## src/rtl/secded72_pkg.sv

```systemverilog
package secded72_pkg;

  localparam int unsigned DATA_W  = 64;
  localparam int unsigned HAM_W   = 7;
  localparam int unsigned CHK_W   = HAM_W + 1;
  localparam int unsigned CODE_W  = DATA_W + CHK_W;
  localparam int unsigned POS_MAX = (1 << HAM_W) - 1;

  typedef logic [DATA_W-1:0] data_t;
  typedef logic [CHK_W-1:0]  chk_t;
  typedef logic [CODE_W-1:0] code_t;
  typedef logic [CHK_W-1:0]  syn_t;

  typedef struct packed {
    data_t data;
    syn_t  syn;
    logic  corr;
    logic  unc;
  } dec_res_t;

  // True for 0 and for powers of two (positions reserved for check bits).
  function automatic logic is_pow2(int unsigned p);
    return (p & (p - 1)) == 0;
  endfunction

  // Hamming position that holds data bit k.
  function automatic int unsigned data_pos(int unsigned k);
    int unsigned seen;
    int unsigned found;
    seen  = 0;
    found = 0;
    for (int unsigned p = 1; p <= POS_MAX; p++) begin
      if (!is_pow2(p)) begin
        if (seen == k) found = p;
        seen++;
      end
    end
    return found;
  endfunction

  // Plain Hamming parity groups over the data bits (no inversion applied).
  function automatic logic [HAM_W-1:0] ham_raw(data_t d);
    logic [HAM_W-1:0] acc;
    int unsigned      k;
    acc = '0;
    k   = 0;
    for (int unsigned p = 1; p <= POS_MAX; p++) begin
      if (!is_pow2(p) && (k < DATA_W)) begin
        for (int unsigned i = 0; i < HAM_W; i++) begin
          if (p[i]) acc[i] = acc[i] ^ d[k];
        end
        k++;
      end
    end
    return acc;
  endfunction

  // Inversion mask that makes all-ones data map to all-ones check bits.
  localparam logic [HAM_W-1:0] ERASE_FIX = ham_raw('1) ^ {HAM_W{1'b1}};

  // Highest Hamming position occupied by a data bit.
  localparam logic [HAM_W-1:0] LAST_POS = HAM_W'(data_pos(DATA_W - 1));

endpackage

```

## src/rtl/secded72_encoder.sv

```systemverilog
module secded72_encoder
  import secded72_pkg::*;
(
  input  data_t data,
  output code_t code
);

  logic [HAM_W-1:0] grp;
  logic             overall;

  // Parity groups, inverted so the erased pattern is a codeword.
  assign grp     = ham_raw(data) ^ ERASE_FIX;
  // Overall bit makes the full 72-bit word even.
  assign overall = ^{data, grp};
  assign code    = {overall, grp, data};

endmodule

```

## src/rtl/secded72_syndrome.sv

```systemverilog
module secded72_syndrome
  import secded72_pkg::*;
(
  input  code_t code,
  output syn_t  syn
);

  data_t            rx_data;
  logic [HAM_W-1:0] rx_grp;
  logic [HAM_W-1:0] recomputed;

  assign rx_data    = code[DATA_W-1:0];
  assign rx_grp     = code[DATA_W +: HAM_W];
  assign recomputed = ham_raw(rx_data) ^ ERASE_FIX;

  // Low bits: error position; top bit: parity of the whole received word.
  assign syn = {^code, recomputed ^ rx_grp};

endmodule

```

## src/rtl/secded72_corrector.sv

```systemverilog
module secded72_corrector
  import secded72_pkg::*;
(
  input  data_t rx_data,
  input  syn_t  syn,
  output data_t fixed_data,
  output logic  corr,
  output logic  unc
);

  logic [HAM_W-1:0] where;
  logic             odd;
  logic             in_range;
  data_t            hit;

  assign where = syn[HAM_W-1:0];
  assign odd   = syn[CHK_W-1];

  // One comparator per data bit against its fixed Hamming position.
  for (genvar k = 0; k < DATA_W; k++) begin : g_flip
    localparam logic [HAM_W-1:0] POS_K = HAM_W'(data_pos(k));
    assign hit[k] = odd && in_range && (where == POS_K);
  end

  assign in_range   = (where <= LAST_POS);
  assign fixed_data = rx_data ^ hit;
  assign corr       = odd && in_range;
  assign unc        = (syn != '0) && !(odd && in_range);

endmodule

```

## src/rtl/secded72_stage.sv

```systemverilog
module secded72_stage #(
  parameter int unsigned W       = 8,
  parameter bit          OUT_REG = 1'b1
) (
  input  logic         clk,
  input  logic         rst_n,
  input  logic         in_valid,
  output logic         in_ready,
  input  logic [W-1:0] in_data,
  output logic         out_valid,
  input  logic         out_ready,
  output logic [W-1:0] out_data
);

  if (OUT_REG) begin : g_reg
    logic         v_q;
    logic [W-1:0] d_q;

    assign in_ready  = !v_q || out_ready;
    assign out_valid = v_q;
    assign out_data  = d_q;

    always_ff @(posedge clk or negedge rst_n) begin
      if (!rst_n) begin
        v_q <= 1'b0;
        d_q <= '0;
      end else begin
        if (in_ready) v_q <= in_valid;
        if (in_valid && in_ready) d_q <= in_data;
      end
    end

    AST_STALL_HOLDS: assert property (@(posedge clk) disable iff (!rst_n)
      (out_valid && !out_ready) |=> (out_valid && $stable(out_data)));

    AST_ACCEPT_SHOWS: assert property (@(posedge clk) disable iff (!rst_n)
      (in_valid && in_ready) |=> out_valid);
  end else begin : g_comb
    assign in_ready  = out_ready;
    assign out_valid = in_valid;
    assign out_data  = in_data;
  end

endmodule

```

## src/rtl/secded72_codec.sv

```systemverilog
module secded72_codec
  import secded72_pkg::*;
#(
  parameter bit OUT_REG = 1'b1
) (
  input  logic               clk,
  input  logic               rst_n,
  input  logic               enc_in_valid,
  output logic               enc_in_ready,
  input  logic [DATA_W-1:0]  enc_in_data,
  output logic               enc_out_valid,
  input  logic               enc_out_ready,
  output logic [CODE_W-1:0]  enc_out_code,
  input  logic               dec_in_valid,
  output logic               dec_in_ready,
  input  logic [CODE_W-1:0]  dec_in_code,
  output logic               dec_out_valid,
  input  logic               dec_out_ready,
  output logic [DATA_W-1:0]  dec_out_data,
  output logic [CHK_W-1:0]   dec_out_syndrome,
  output logic               dec_out_corrected,
  output logic               dec_out_uncorrectable
);

  localparam int unsigned RES_W = $bits(dec_res_t);

  // ---------------- encode channel ----------------
  code_t enc_code;

  secded72_encoder u_enc (
    .data (enc_in_data),
    .code (enc_code)
  );

  secded72_stage #(.W(CODE_W), .OUT_REG(OUT_REG)) u_enc_stage (
    .clk       (clk),
    .rst_n     (rst_n),
    .in_valid  (enc_in_valid),
    .in_ready  (enc_in_ready),
    .in_data   (enc_code),
    .out_valid (enc_out_valid),
    .out_ready (enc_out_ready),
    .out_data  (enc_out_code)
  );

  // ---------------- decode channel ----------------
  syn_t     dec_syn;
  data_t    dec_fixed;
  logic     dec_corr;
  logic     dec_unc;
  dec_res_t dec_res;
  dec_res_t dec_res_q;
  logic [RES_W-1:0] dec_res_bits;

  secded72_syndrome u_syn (
    .code (dec_in_code),
    .syn  (dec_syn)
  );

  secded72_corrector u_fix (
    .rx_data    (dec_in_code[DATA_W-1:0]),
    .syn        (dec_syn),
    .fixed_data (dec_fixed),
    .corr       (dec_corr),
    .unc        (dec_unc)
  );

  assign dec_res = '{data: dec_fixed, syn: dec_syn, corr: dec_corr, unc: dec_unc};

  secded72_stage #(.W(RES_W), .OUT_REG(OUT_REG)) u_dec_stage (
    .clk       (clk),
    .rst_n     (rst_n),
    .in_valid  (dec_in_valid),
    .in_ready  (dec_in_ready),
    .in_data   (dec_res),
    .out_valid (dec_out_valid),
    .out_ready (dec_out_ready),
    .out_data  (dec_res_bits)
  );

  assign dec_res_q             = dec_res_bits;
  assign dec_out_data          = dec_res_q.data;
  assign dec_out_syndrome      = dec_res_q.syn;
  assign dec_out_corrected     = dec_res_q.corr;
  assign dec_out_uncorrectable = dec_res_q.unc;

  // ---------------- checks ----------------
  AST_ENC_EVEN_PARITY: assert property (@(posedge clk) disable iff (!rst_n)
    enc_out_valid |-> !(^enc_out_code));

  AST_CLEAN_NO_FLAGS: assert property (@(posedge clk) disable iff (!rst_n)
    (dec_out_valid && dec_out_syndrome == '0) |-> (!dec_out_corrected && !dec_out_uncorrectable));

  AST_EVEN_NONZERO_UNC: assert property (@(posedge clk) disable iff (!rst_n)
    (dec_out_valid && !dec_out_syndrome[CHK_W-1] && dec_out_syndrome != '0)
      |-> (dec_out_uncorrectable && !dec_out_corrected));

  AST_FAR_POS_UNC: assert property (@(posedge clk) disable iff (!rst_n)
    (dec_out_valid && dec_out_syndrome[CHK_W-1] && dec_out_syndrome[HAM_W-1:0] > LAST_POS)
      |-> (dec_out_uncorrectable && !dec_out_corrected));

  AST_ODD_NEAR_CORR: assert property (@(posedge clk) disable iff (!rst_n)
    (dec_out_valid && dec_out_syndrome[CHK_W-1] && dec_out_syndrome[HAM_W-1:0] <= LAST_POS)
      |-> (dec_out_corrected && !dec_out_uncorrectable));

endmodule

```

## config.mk

```make
export PLATFORM = sky130hd
export DESIGN_NAME = secded72_codec
export DESIGN_NICKNAME = d
export VERILOG_FILES = /design/src/rtl/secded72_pkg.sv /design/src/rtl/secded72_encoder.sv /design/src/rtl/secded72_syndrome.sv /design/src/rtl/secded72_corrector.sv /design/src/rtl/secded72_stage.sv /design/src/rtl/secded72_codec.sv
export SDC_FILE = /design/constraint.sdc
export NUM_CORES = 1
export LEC_CHECK = 0
export ABC_AREA = 1
export BUFFER_PORTS_ARGS = -buffer_cell sky130_fd_sc_hd__buf_2
export CORE_ASPECT_RATIO = 1.25
export CORE_MARGIN = 5
export CORE_UTILIZATION = 35
export DETAILED_ROUTE_END_ITERATION = 10
export PLACE_DENSITY_LB_ADDON = 0.12
export SYNTH_ARGS = -nofsm -noshare
export SYNTH_HDL_FRONTEND = slang
export SYNTH_SLANG_ARGS = --single-unit
```

## constraint.sdc

```tcl
create_clock -name clk -period 1.7 [get_ports clk]
set_input_delay 0.34 -clock clk [delete_from_list [all_inputs] [get_ports clk]]
set_output_delay 0.34 -clock clk [all_outputs]
set_load 0.02 [all_outputs]
```

==> results of run 1 <==
-- through the flow --
step | utilization (%) | total power, mW | setup TNS, ns | cell area, sq um | hold WS [ns]
after global placement | 48.8 | 15.1 | -90.27 | 17600 | 0.274
after detailed placement | 48.8 | 15.2 | -91.98 | 17600 | 0.276
after floorplan | - | 10.3 | -35.59 | 12900 | 0.0444
final | 66.6 | 25.3 | -40.12 | 24000 | 0.112
after CTS | 59.7 | 23.2 | -34.50 | 21500 | 0.0926
after global routing | 66.6 | 26.5 | -47.29 | 24000 | 0.125
-- report_power, final --
part	leakage [nW]	switching, mW	total, mW	internal [mW]
sequential	1.75	0.364	4.50	4.13
combinational	10.4	9.43	16.7	7.32
clock	0.284	1.80	4.04	2.24
total	12.5	11.6	25.3	13.7
-- routing by layer --
metal	vias up	wire (um)	GRT usage, %
met5	-	0	0
met2	589	32400	53.5
met1	8003	21900	30.8
li1	8183	-	-
met3	198	3860	5.98
met4	0	4590	18.1
-- critical path: cells and delay by family --
kind | cells | cell delay [ns]
AO/OA/AOI/OAI | 2 | 0.31
AND/OR/NAND/NOR | 15 | 1.26
buffers and inverters | 4 | 0.64
XOR/XNOR | 1 | 0.18
-- sequential cells by signal, summed over array words and instances, names as in the netlist --
register / count
u_dec_stage.out_data: 74
u_enc_stage.out_data: 72
u_dec_stage.out_valid: 1
u_enc_stage.out_valid: 1
-- final cells by class --
cell class	instances	area, sq um
well taps	480	601
diodes	1	2.50
inverters	231	986
clock inverters	12	150
fillers	3097	12000
flip-flops and latches	148	3700
multi-input cells	1689	11500
clock buffers	20	447
repair buffers	792	6630
-- how the worst min path moves through the flow --
stage	startpoint	to	slack, ns	cells after the start
floorplan	rst_n	u_dec_stage.out_data[0]$_DFFE_PN0P_	0.04	0
global placement	rst_n	u_dec_stage.out_data[68]$_DFFE_PN0P_	0.27	1
detailed placement	rst_n	u_dec_stage.out_data[68]$_DFFE_PN0P_	0.28	1
CTS	enc_in_data[41]	u_enc_stage.out_data[41]$_DFFE_PN0P_	0.09	3
global route	enc_in_data[41]	u_enc_stage.out_data[41]$_DFFE_PN0P_	0.12	3
finish	enc_in_data[41]	u_enc_stage.out_data[41]$_DFFE_PN0P_	0.11	3
-- placed cells by master (no fill, tap or decap), types with 10 or more instances in the layout --
| cell | Yosys | final |
|---|---|---|
| o21ai_0 | 76 | 61 |
| xnor2_2 | 1 | 30 |
| inv_4 | 1 | 33 |
| nand2_4 | 2 | 93 |
| nand2_1 | 995 | 588 |
| buf_2 | 17 | 203 |
| nor3_2 | 0 | 12 |
| xor2_1 | 64 | 37 |
| nand4_1 | 29 | 29 |
| xnor2_1 | 67 | 28 |
| buf_6 | 7 | 121 |
| nor2_4 | 1 | 28 |
| xnor2_4 | 0 | 10 |
| buf_12 | 0 | 35 |
| a21oi_2 | 1 | 36 |
| xor2_2 | 0 | 20 |
| nor2_1 | 100 | 63 |
| a21oi_1 | 47 | 12 |
| buf_8 | 0 | 15 |
| inv_1 | 215 | 108 |
| nand3_1 | 251 | 107 |
| nand3b_1 | 12 | 12 |
| buf_4 | 7 | 403 |
| nand3_2 | 2 | 115 |
| clkbuf_16 | 0 | 19 |
| nand2_2 | 5 | 317 |
| nand3_4 | 0 | 32 |
| inv_2 | 13 | 81 |
| dfrtp_1 | 148 | 148 |
| o21ai_1 | 1 | 12 |
| nor2_2 | 2 | 12 |
-- logic make-up after synthesis --
| kind of cell | share of synthesized area (%) |
|---|---|
| flops | 29.2 |
| xor+xnor | 9.19 |
| simple gates | 46.3 |
| compound gates | 5.38 |
| buf+inv | 9.92 |
-- timing repair --
item                                    4_1_cts  5_1_grt
endpoints found under the setup margin       73       74
setup buffers                                81       43
pin swaps                                   256      339
endpoints found under the hold margin        30        0
gates cloned                                 10        2
resized for setup                           683      608
hold buffers                                  1        0
==> results.yml, run 1 <==
status:
  status: "finished, violations left"
  violations: "setup timing"
layout:
  layoutNonFillerInstCount: 3373
  synthToLayoutAreaGrowth_pct: 89.3
  final_layout_size_suffix_gt1_share_pct: 58.0
  layout.nets: 3021
place:
  dp_hpwl_um: 47300
  io_buffers: 291
  placed_cells: 3209
  dpl_worst_slack_ns: -1.55
  place_congestion: 0.953
power:
  static-leakage-power_nw: 12.5
  power_density_nw_per_um2: 1050
  peakVddDrop_mv: 0.819
global_routing:
  grt.total_usage_pct: 29.3
  grt_pass1_wl_um: 92100
  grt_max_degree: 76
  overflow: 0
  antenna_found_initial: 1
  first_global_vias: 16700
floorplanning:
  core-area_sq_um: 36000
  rows: 78
  die_x_um: 180
  start_util_pct: 35.2
  die_area_sq_um: 40100
  ioPinCount: 292
  dieHeight_um: 223
worst_setup_path:
  cpPeakStageDelay_ns: 0.25
  reg2reg_depth: 7
  path_class: "in -> reg"
  critical_path.endpoint: "u_dec_stage.out_data[21]$_DFFE_PN0P_"
  path_cells: "buf_12 -> buf_8 -> xor2_4 -> nand2_2 -> nand2_4 -> nand2_4 -> nand2_2 -> nand2_4 -> nand2_2 -> nand2_4 -> nand2_2 -> nand2_4 -> nand2_4 -> nor2_4 -> nand2_4 -> a21oi_4 -> buf_4 -> bufbuf_16 -> nand3_1 -> nand2_1 -> nand2_1 -> a21oi_1"
  cpMaxStageDelayCell: "bufbuf_16"
  cp.arrival_ns: 2.74
  critical_path.max_fanout: 5
  worst_setup_path_end_kind: "flop"
  reg2reg_slack_ns: 0.32
  cp.required_ns: 2.07
  worstReg2RegStart: "u_dec_stage.out_valid$_DFFE_PN0N_"
  critPathMostFrequentCell: "nand2_4"
  cp-startpoint: "dec_in_code[18]"
  critPathLaunchType: "input pin"
  r2r_end: "u_dec_stage.out_data[4]$_DFFE_PN0P_"
worst_hold_path:
  hold_path.class: "in -> reg"
routing:
  drc: 0
  drt-initial-drc-count: 894
  ant_nets: 0
  routed_wl_um: 62800
  vias: 17000
  vias_per_cell: 5.03
  first_pass_iters: 5
  avgRoutedWirePerCell_um: 18.6
sta:
  max_slew_margin_pct: 72.7
  drv_slew: 0
  fin_crit_ns: 2.37
  setup_viol: 70
  max_slew.worst_pin.slew_ns: 0.410
  min_period_over_period_pct: 139
  rsz0062_at_grt: "true"
  fin_worst_skew_ns: 0.0111
  layout_setup_ws_ns: -0.666
  hold_viol_final: 0
  fmax_ghz: 0.423
clocking:
  htreeDepth: 4
  clkTransAtPathRegs_ns: 0.07
  insertion_delay_ns: 0.45
  cts_tree: "built"
  cts_buffer_depth: 2
  numClockSinks: 148
  cts_made_buffers: 17
  root_buffer: "clkbuf_16"
logic_synthesis:
  syn_inst: 2141
  synth_area_leader_cell: "nand2_1"
  async_reset_ff_share_pct: 100
  yosysSeqAreaShare_pct: 29.2
  synth-edff-count: 0
  syn_nets: 2283
  synth.area.top_cells: "nand2_1 29%, dfrtp_1 29%, nand3_1 9.9%, inv_1 6.4%, xnor2_1 4.6%"
  netlist_top_cells_count: "995 x nand2_1, 251 x nand3_1, 215 x inv_1, 148 x dfrtp_1, 100 x nor2_1"
  synth_top_area_share_pct: 29.5
  synth_most_common_cell: "nand2_1"
  synth_ff_type: "dfrtp_1"
  ys_types: 34
  syn_area_sq_um: 12700
  ys_warn_count: 0
  syn_avg_cell_area_sq_um: 5.92
  ys_ff_latch: 148
job:
  drv_cap: 0
Note: power is estimated with default switching activity, not from simulation.
==> inputs of run 2 (changes only) <==
--- a/config.mk
+++ b/config.mk
@@ -5,7 +5,6 @@
 export SDC_FILE = /design/constraint.sdc
 export NUM_CORES = 1
 export LEC_CHECK = 0
-export ABC_AREA = 1
 export BUFFER_PORTS_ARGS = -buffer_cell sky130_fd_sc_hd__buf_2
 export CORE_ASPECT_RATIO = 1.25
 export CORE_MARGIN = 5
==> run 2 against run 1 <==
  * The flow still finishes with violations (setup timing)
  * Critical path depth fell by 9
  * Clock power rose by 2%
  * Wire length fell by 44%
  * Worst hold slack improved by 0.043 ns
  * Sequential power rose by 4%
  * Utilization fell by 7.1 points
  * Die area fell by 25%
  * Non-clock buffer count fell by 220
  * Power rose by 61%
==> results.yml, run 2 <==
layout:
  diodes: 0
  layout_common_cells: "260 x buf_2, 211 x buf_4, 148 x dfrtp_1"
  final_common_cell: "buf_2"
  layout.nets: 1515
  final_layout_size_suffix_gt1_share_pct: 59.0
  largest_reg_flops: 74
  fillers: 2193
  layoutNonFillerInstCount: 1730
  synthToLayoutAreaGrowth_pct: 69.1
sta:
  fin_worst_skew_ns: 0.0108
  tns_ns: -58.92
  hold_viol_final: 0
  max_slew_margin_pct: 59.9
  drv_slew: 0
  min_period_over_period_pct: 156
  layout_setup_ws_ns: -0.959
  fmax_ghz: 0.376
  setup_viol: 76
  rsz0062_at_grt: "true"
  holdWs_ns: 0.155
  max_slew.worst_pin.slew_ns: 0.597
  fin_crit_ns: 2.66
worst_hold_path:
  hold_path.class: "in -> reg"
  min_from: "enc_in_data[2]"
  holdPathEnd: "u_enc_stage.out_data[2]$_DFFE_PN0P_"
  min_path_cells: 2
place:
  placed_cells: 1644
  dp_hpwl_um: 27300
  io_buffers: 291
  place_congestion: 0.921
logic_synthesis:
  synth_most_common_cell: "xnor2_1"
  ys_ff_latch: 148
  ys_types: 40
  synth.area.top_cells: "dfrtp_1 40%, xnor2_1 18%, mux2_2 8.3%, xnor3_1 8.2%, xor2_1 5.9%"
  netlist_top_cells_count: "196 x xnor2_1, 148 x dfrtp_1, 81 x nand2_1, 69 x mux2_2, 63 x xor2_1"
  syn_inst: 820
  syn_area_sq_um: 9350
  synth-edff-count: 0
  synth_ff_type: "dfrtp_1"
  ys_warn_count: 0
  syn_nets: 962
  yosysSeqAreaShare_pct: 39.6
  async_reset_ff_share_pct: 100
  synth_top_area_share_pct: 39.6
  syn_avg_cell_area_sq_um: 11.4
  synth_area_leader_cell: "dfrtp_1"
routing:
  routed_wl_um: 35100
  first_pass_iters: 5
  drt-initial-drc-count: 375
  ant_nets: 0
  vias: 8295
  avgRoutedWirePerCell_um: 20.3
  drc: 0
  vias_per_cell: 4.79
job:
  drv_cap: 0
clocking:
  clkTransAtPathRegs_ns: 0.07
  cts_buffer_depth: 2
  cts_tree: "built"
  insertion_delay_ns: 0.43
  cts_made_buffers: 17
  htreeDepth: 4
  numClockSinks: 148
  root_buffer: "clkbuf_16"
worst_setup_path:
  path_class: "in -> reg"
  critical_path.max_fanout: 8
  cp.required_ns: 2.06
  worstReg2RegStart: "u_dec_stage.out_valid$_DFFE_PN0N_"
  worst_setup_path_end_kind: "flop"
  reg2reg_slack_ns: 0.35
  cp.arrival_ns: 3.01
  critPathLaunchType: "input pin"
  r2r_end: "u_dec_stage.out_data[0]$_DFFE_PN0P_"
  reg2reg_depth: 4
power:
  static-leakage-power_nw: 7.39
  peakVddDrop_mv: 2.22
  power_density_nw_per_um2: 2570
global_routing:
  grt_pass1_wl_um: 51800
  grt_max_degree: 44
  overflow: 0
  first_global_vias: 8680
  grt.total_usage_pct: 22.9
  antenna_found_initial: 0
floorplanning:
  die_x_um: 156
  ioPinCount: 292
  rows: 67
  core-area_sq_um: 26600
  die_area_sq_um: 30100
  dieHeight_um: 193
  start_util_pct: 35.2
status:
  status: "finished, violations left"
  violations: "setup timing"
## run 2: changes by cell type after synthesis, moves of 46 or more
cell / change
a21oi_1: -46
inv_1: -215
o21ai_0: -54
mux2_2: +69
xnor2_1: +129
nor2_1: -98
o21ai_1: +53
nand3_1: -245
nand2_1: -914
## run 2: what timing repair did
item                                   CTS  global route
pin swaps                               91            69
hold buffers                             1             0
endpoints found under the hold margin   38             0
gates cloned                             7             1
setup buffers                           33            21
setup endpoints to repair               78            79
resized for setup                      188            73
## run 2: report_power, final
group          leakage, nW  internal, mW  switching (mW)
combinational         5.31          15.9            16.0
sequential            1.78          4.26           0.401
clock                0.297          2.47            1.64
## run 2: metal layers
layer	vias to the layer above	GRT usage, %	share of wire (%)
met5	-	0	0
met4	0	8.21	3.8
met3	66	3.72	5.2
met2	307	42.7	53
met1	3991	26.4	38
li1	3931	-	-
## run 2: worst max path at each step
| stage | startpoint | end | cells after the start |
|---|---|---|---|
| 4_1_cts | dec_in_code[40] | u_dec_stage.out_data[51]$_DFFE_PN0P_ | 13 |
| 6_report | dec_in_code[24] | u_dec_stage.out_data[20]$_DFFE_PN0P_ | 13 |
| 5_1_grt | dec_in_code[24] | u_dec_stage.out_data[16]$_DFFE_PN0P_ | 13 |
| 3_5_place_dp | dec_in_code[29] | u_dec_stage.out_data[45]$_DFFE_PN0P_ | 10 |
| 3_3_place_gp | dec_in_code[29] | u_dec_stage.out_data[45]$_DFFE_PN0P_ | 10 |
| 2_1_floorplan | dec_in_code[13] | u_dec_stage.out_data[41]$_DFFE_PN0P_ | 8 |
## run 2: logic make-up after synthesis
group                     synth area share, %
and+or+nand+nor                          10.8
xor gates and xnor gates                 35.2
DFF                                      39.6
AOI/OAI and AO/OA                        4.20
buffers and inverters                    1.98
muxes                                    8.31
## run 2: cell type report
| class | instances | area [sq um] | area share (%) |
|---|---|---|---|
| clock inverters | 14 | 200 | 1.27 |
| multi-input cells | 634 | 6760 | 42.7 |
| flip-flops and latches | 148 | 3700 | 23.4 |
| clock buffers | 17 | 425 | 2.69 |
| well taps | 345 | 432 | 2.73 |
| repair buffers | 572 | 4300 | 27.2 |
## run 2: through the flow
step	power [mW]	util, %	worst slack [ns]	instance area (sq um)
after global routing	42.0	59.5	-1.03	15800
after CTS	38.4	57.5	-0.889	15300
after detailed placement	24.1	49.9	-1.53	13300
after floorplan	16.2	-	-1.00	9700
after global placement	24.0	49.9	-1.53	13300
final	40.7	59.5	-0.959	15800
## run 2: critical path, stage by stage
cell,delay (ns)
buf_6,0.11
xnor3_1,0.39
xor2_1,0.20
buf_4,0.16
xor2_1,0.14
xnor3_2,0.49
buf_12,0.17
buf_6,0.12
nor4_4,0.27
buf_4,0.18
nand4_1,0.15
xor2_2,0.18
o21ai_1,0.11
==> inputs of run 3 (changes only) <==
--- a/config.mk
+++ b/config.mk
@@ -11,6 +11,7 @@
 export CORE_UTILIZATION = 35
 export DETAILED_ROUTE_END_ITERATION = 10
 export PLACE_DENSITY_LB_ADDON = 0.12
+export SKIP_LAST_GASP = 1
 export SYNTH_ARGS = -nofsm -noshare
 export SYNTH_HDL_FRONTEND = slang
 export SYNTH_SLANG_ARGS = --single-unit
==> run 3 against run 2 <==
  * The flow still finishes with violations (setup timing)
  * Final area fell by 1.1%
  * Setup slack got worse by 0.047 ns
  * Via count rose by 0.19%
  * Highest routed layer unchanged
  * Non-clock buffer count fell by 1
  * Sequential cell count did not move
  * Clock power barely moved
  * Global-route usage fell by 0.11 points
  * Combinational power barely moved
  * Sequential power barely moved
  * Power fell by 0.55%
  * Cell count barely moved
  * Clock skew rose by 0.00078 ns
==> results.yml, run 3 (synthesis gave the netlist of run 2 again) <==
status:
  status: "finished, violations left"
  violations: "setup timing"
floorplanning:
  core-area_sq_um: 26600
  ioPinCount: 292
  start_util_pct: 35.2
  rows: 67
  dieHeight_um: 193
  die_x_um: 156
  die_area_sq_um: 30100
sta:
  max_slew.worst_pin.slew_ns: 0.585
  fin_crit_ns: 2.71
  min_period_over_period_pct: 159
  layout_setup_ws_ns: -1.01
  fin_worst_skew_ns: 0.0116
  max_slew_margin_pct: 60.8
  setup_viol: 76
  fmax_ghz: 0.370
  hold_viol_final: 0
  drv_slew: 0
  rsz0062_at_grt: "true"
clocking:
  clkTransAtPathRegs_ns: 0.07
  insertion_delay_ns: 0.43
  numClockSinks: 148
  htreeDepth: 4
  cts_made_buffers: 17
  cts_buffer_depth: 2
  cts_tree: "built"
  root_buffer: "clkbuf_16"
layout:
  final_common_cell: "buf_2"
  diodes: 0
  utilization_pct: 58.9
  largest_reg_flops: 74
  final_layout_size_suffix_gt1_share_pct: 59.0
  layout_common_cells: "262 x buf_2, 221 x buf_4, 148 x dfrtp_1"
  layout.nets: 1514
  synthToLayoutAreaGrowth_pct: 67.3
place:
  dpl_worst_slack_ns: -1.53
  io_buffers: 291
  place_congestion: 0.921
  dp_hpwl_um: 27300
routing:
  avgRoutedWirePerCell_um: 20.3
  first_pass_iters: 5
  vias_per_cell: 4.81
  ant_nets: 0
  drc: 0
  routed_wl_um: 35100
  drt-initial-drc-count: 458
  vias: 8311
worst_setup_path:
  critical_path.max_fanout: 3
  cp.arrival_ns: 3.02
  critPathLaunchType: "input pin"
  worst_setup_path_end_kind: "flop"
  path_class: "in -> reg"
  cp.required_ns: 2.02
power:
  peakVddDrop_mv: 2.06
  power_density_nw_per_um2: 2580
  static-leakage-power_nw: 7.31
worst_hold_path:
  hold_path.class: "in -> reg"
global_routing:
  first_global_vias: 8645
  grt_pass1_wl_um: 51400
  antenna_found_initial: 0
  grt_max_degree: 44
  overflow: 0
  grt.total_usage_pct: 22.8
job:
  drv_cap: 0
-- run 3: layer usage --
| layer | up-vias | GRT usage, % | wire (um) |
|---|---|---|---|
| met3 | 69 | 3.84 | 1760 |
| met5 | - | 0 | 0 |
| met4 | 0 | 8.45 | 1330 |
| met1 | 4004 | 26.3 | 13300 |
| met2 | 309 | 42.3 | 18700 |
| li1 | 3929 | - | - |
-- run 3: final cells by class --
class	count	area [sq um]
repair buffers	571	4180
clock buffers	17	425
flip-flops and latches	148	3700
well taps	345	432
clock inverters	14	200
fillers	2221	10900
multi-input cells	634	6700
-- run 3: power breakdown --
group	leakage [nW]	switching, mW	internal, mW
sequential	1.78	0.399	4.26
clock	0.297	1.63	2.47
combinational	5.24	15.9	15.7
total	7.31	18.0	22.5
-- run 3: path summary, 6_finish.rpt --
kind,from,endpoint,slack [ns],depth (start not counted)
hold reg to reg,u_dec_stage.out_data[8]$_DFFE_PN0P_,u_dec_stage.out_data[8]$_DFFE_PN0P_,0.48,2
max in group asynchronous,rst_n,u_dec_stage.out_data[64]$_DFFE_PN0P_,0.71,3
setup reg to reg,u_dec_stage.out_valid$_DFFE_PN0N_,u_dec_stage.out_data[0]$_DFFE_PN0P_,0.34,4
hold / removal,enc_in_data[2],u_enc_stage.out_data[2]$_DFFE_PN0P_,0.15,2
min in group asynchronous,rst_n,u_enc_stage.out_data[1]$_DFFE_PN0P_,0.41,2
setup / recovery,dec_in_code[14],u_dec_stage.out_data[70]$_DFFE_PN0P_,-1.01,11
-- run 3: what timing repair did --
item | in CTS | in global routing
buffers inserted | 33 | 23
hold buffers | 1 | 0
cloned | 7 | 0
resized for setup | 165 | 67
setup endpoints to repair | 78 | 79
hold endpoints to repair | 38 | 0
pin swaps | 87 | 69
-- run 3: critical path, cell delays in order --
cell and delay (ns):
buf_6 0.09, buf_4 0.15, xnor2_2 0.17, xnor2_1 0.15, xnor3_1 0.48, xnor3_2 0.46, buf_6 0.15, or4b_4 0.54
nor3_4 0.23, xnor2_1 0.16, o21ai_1 0.09
-- run 3: through the flow --
| step | area (sq um) | std cells | hold WS, ns | power (mW) | setup TNS (ns) |
|---|---|---|---|---|---|
| floorplan | 9700 | 820 | 0.0444 | 16.2 | -66.18 |
| CTS | 15200 | 1711 | 0.131 | 38.0 | -57.27 |
| finish | 15600 | 1729 | 0.151 | 40.4 | -60.08 |
| detailed placement | 13300 | 1644 | 0.305 | 24.1 | -101.49 |
| global placement | 13300 | 1644 | 0.308 | 24.0 | -102.46 |
| global route | 15600 | 1729 | 0.134 | 41.8 | -64.43 |
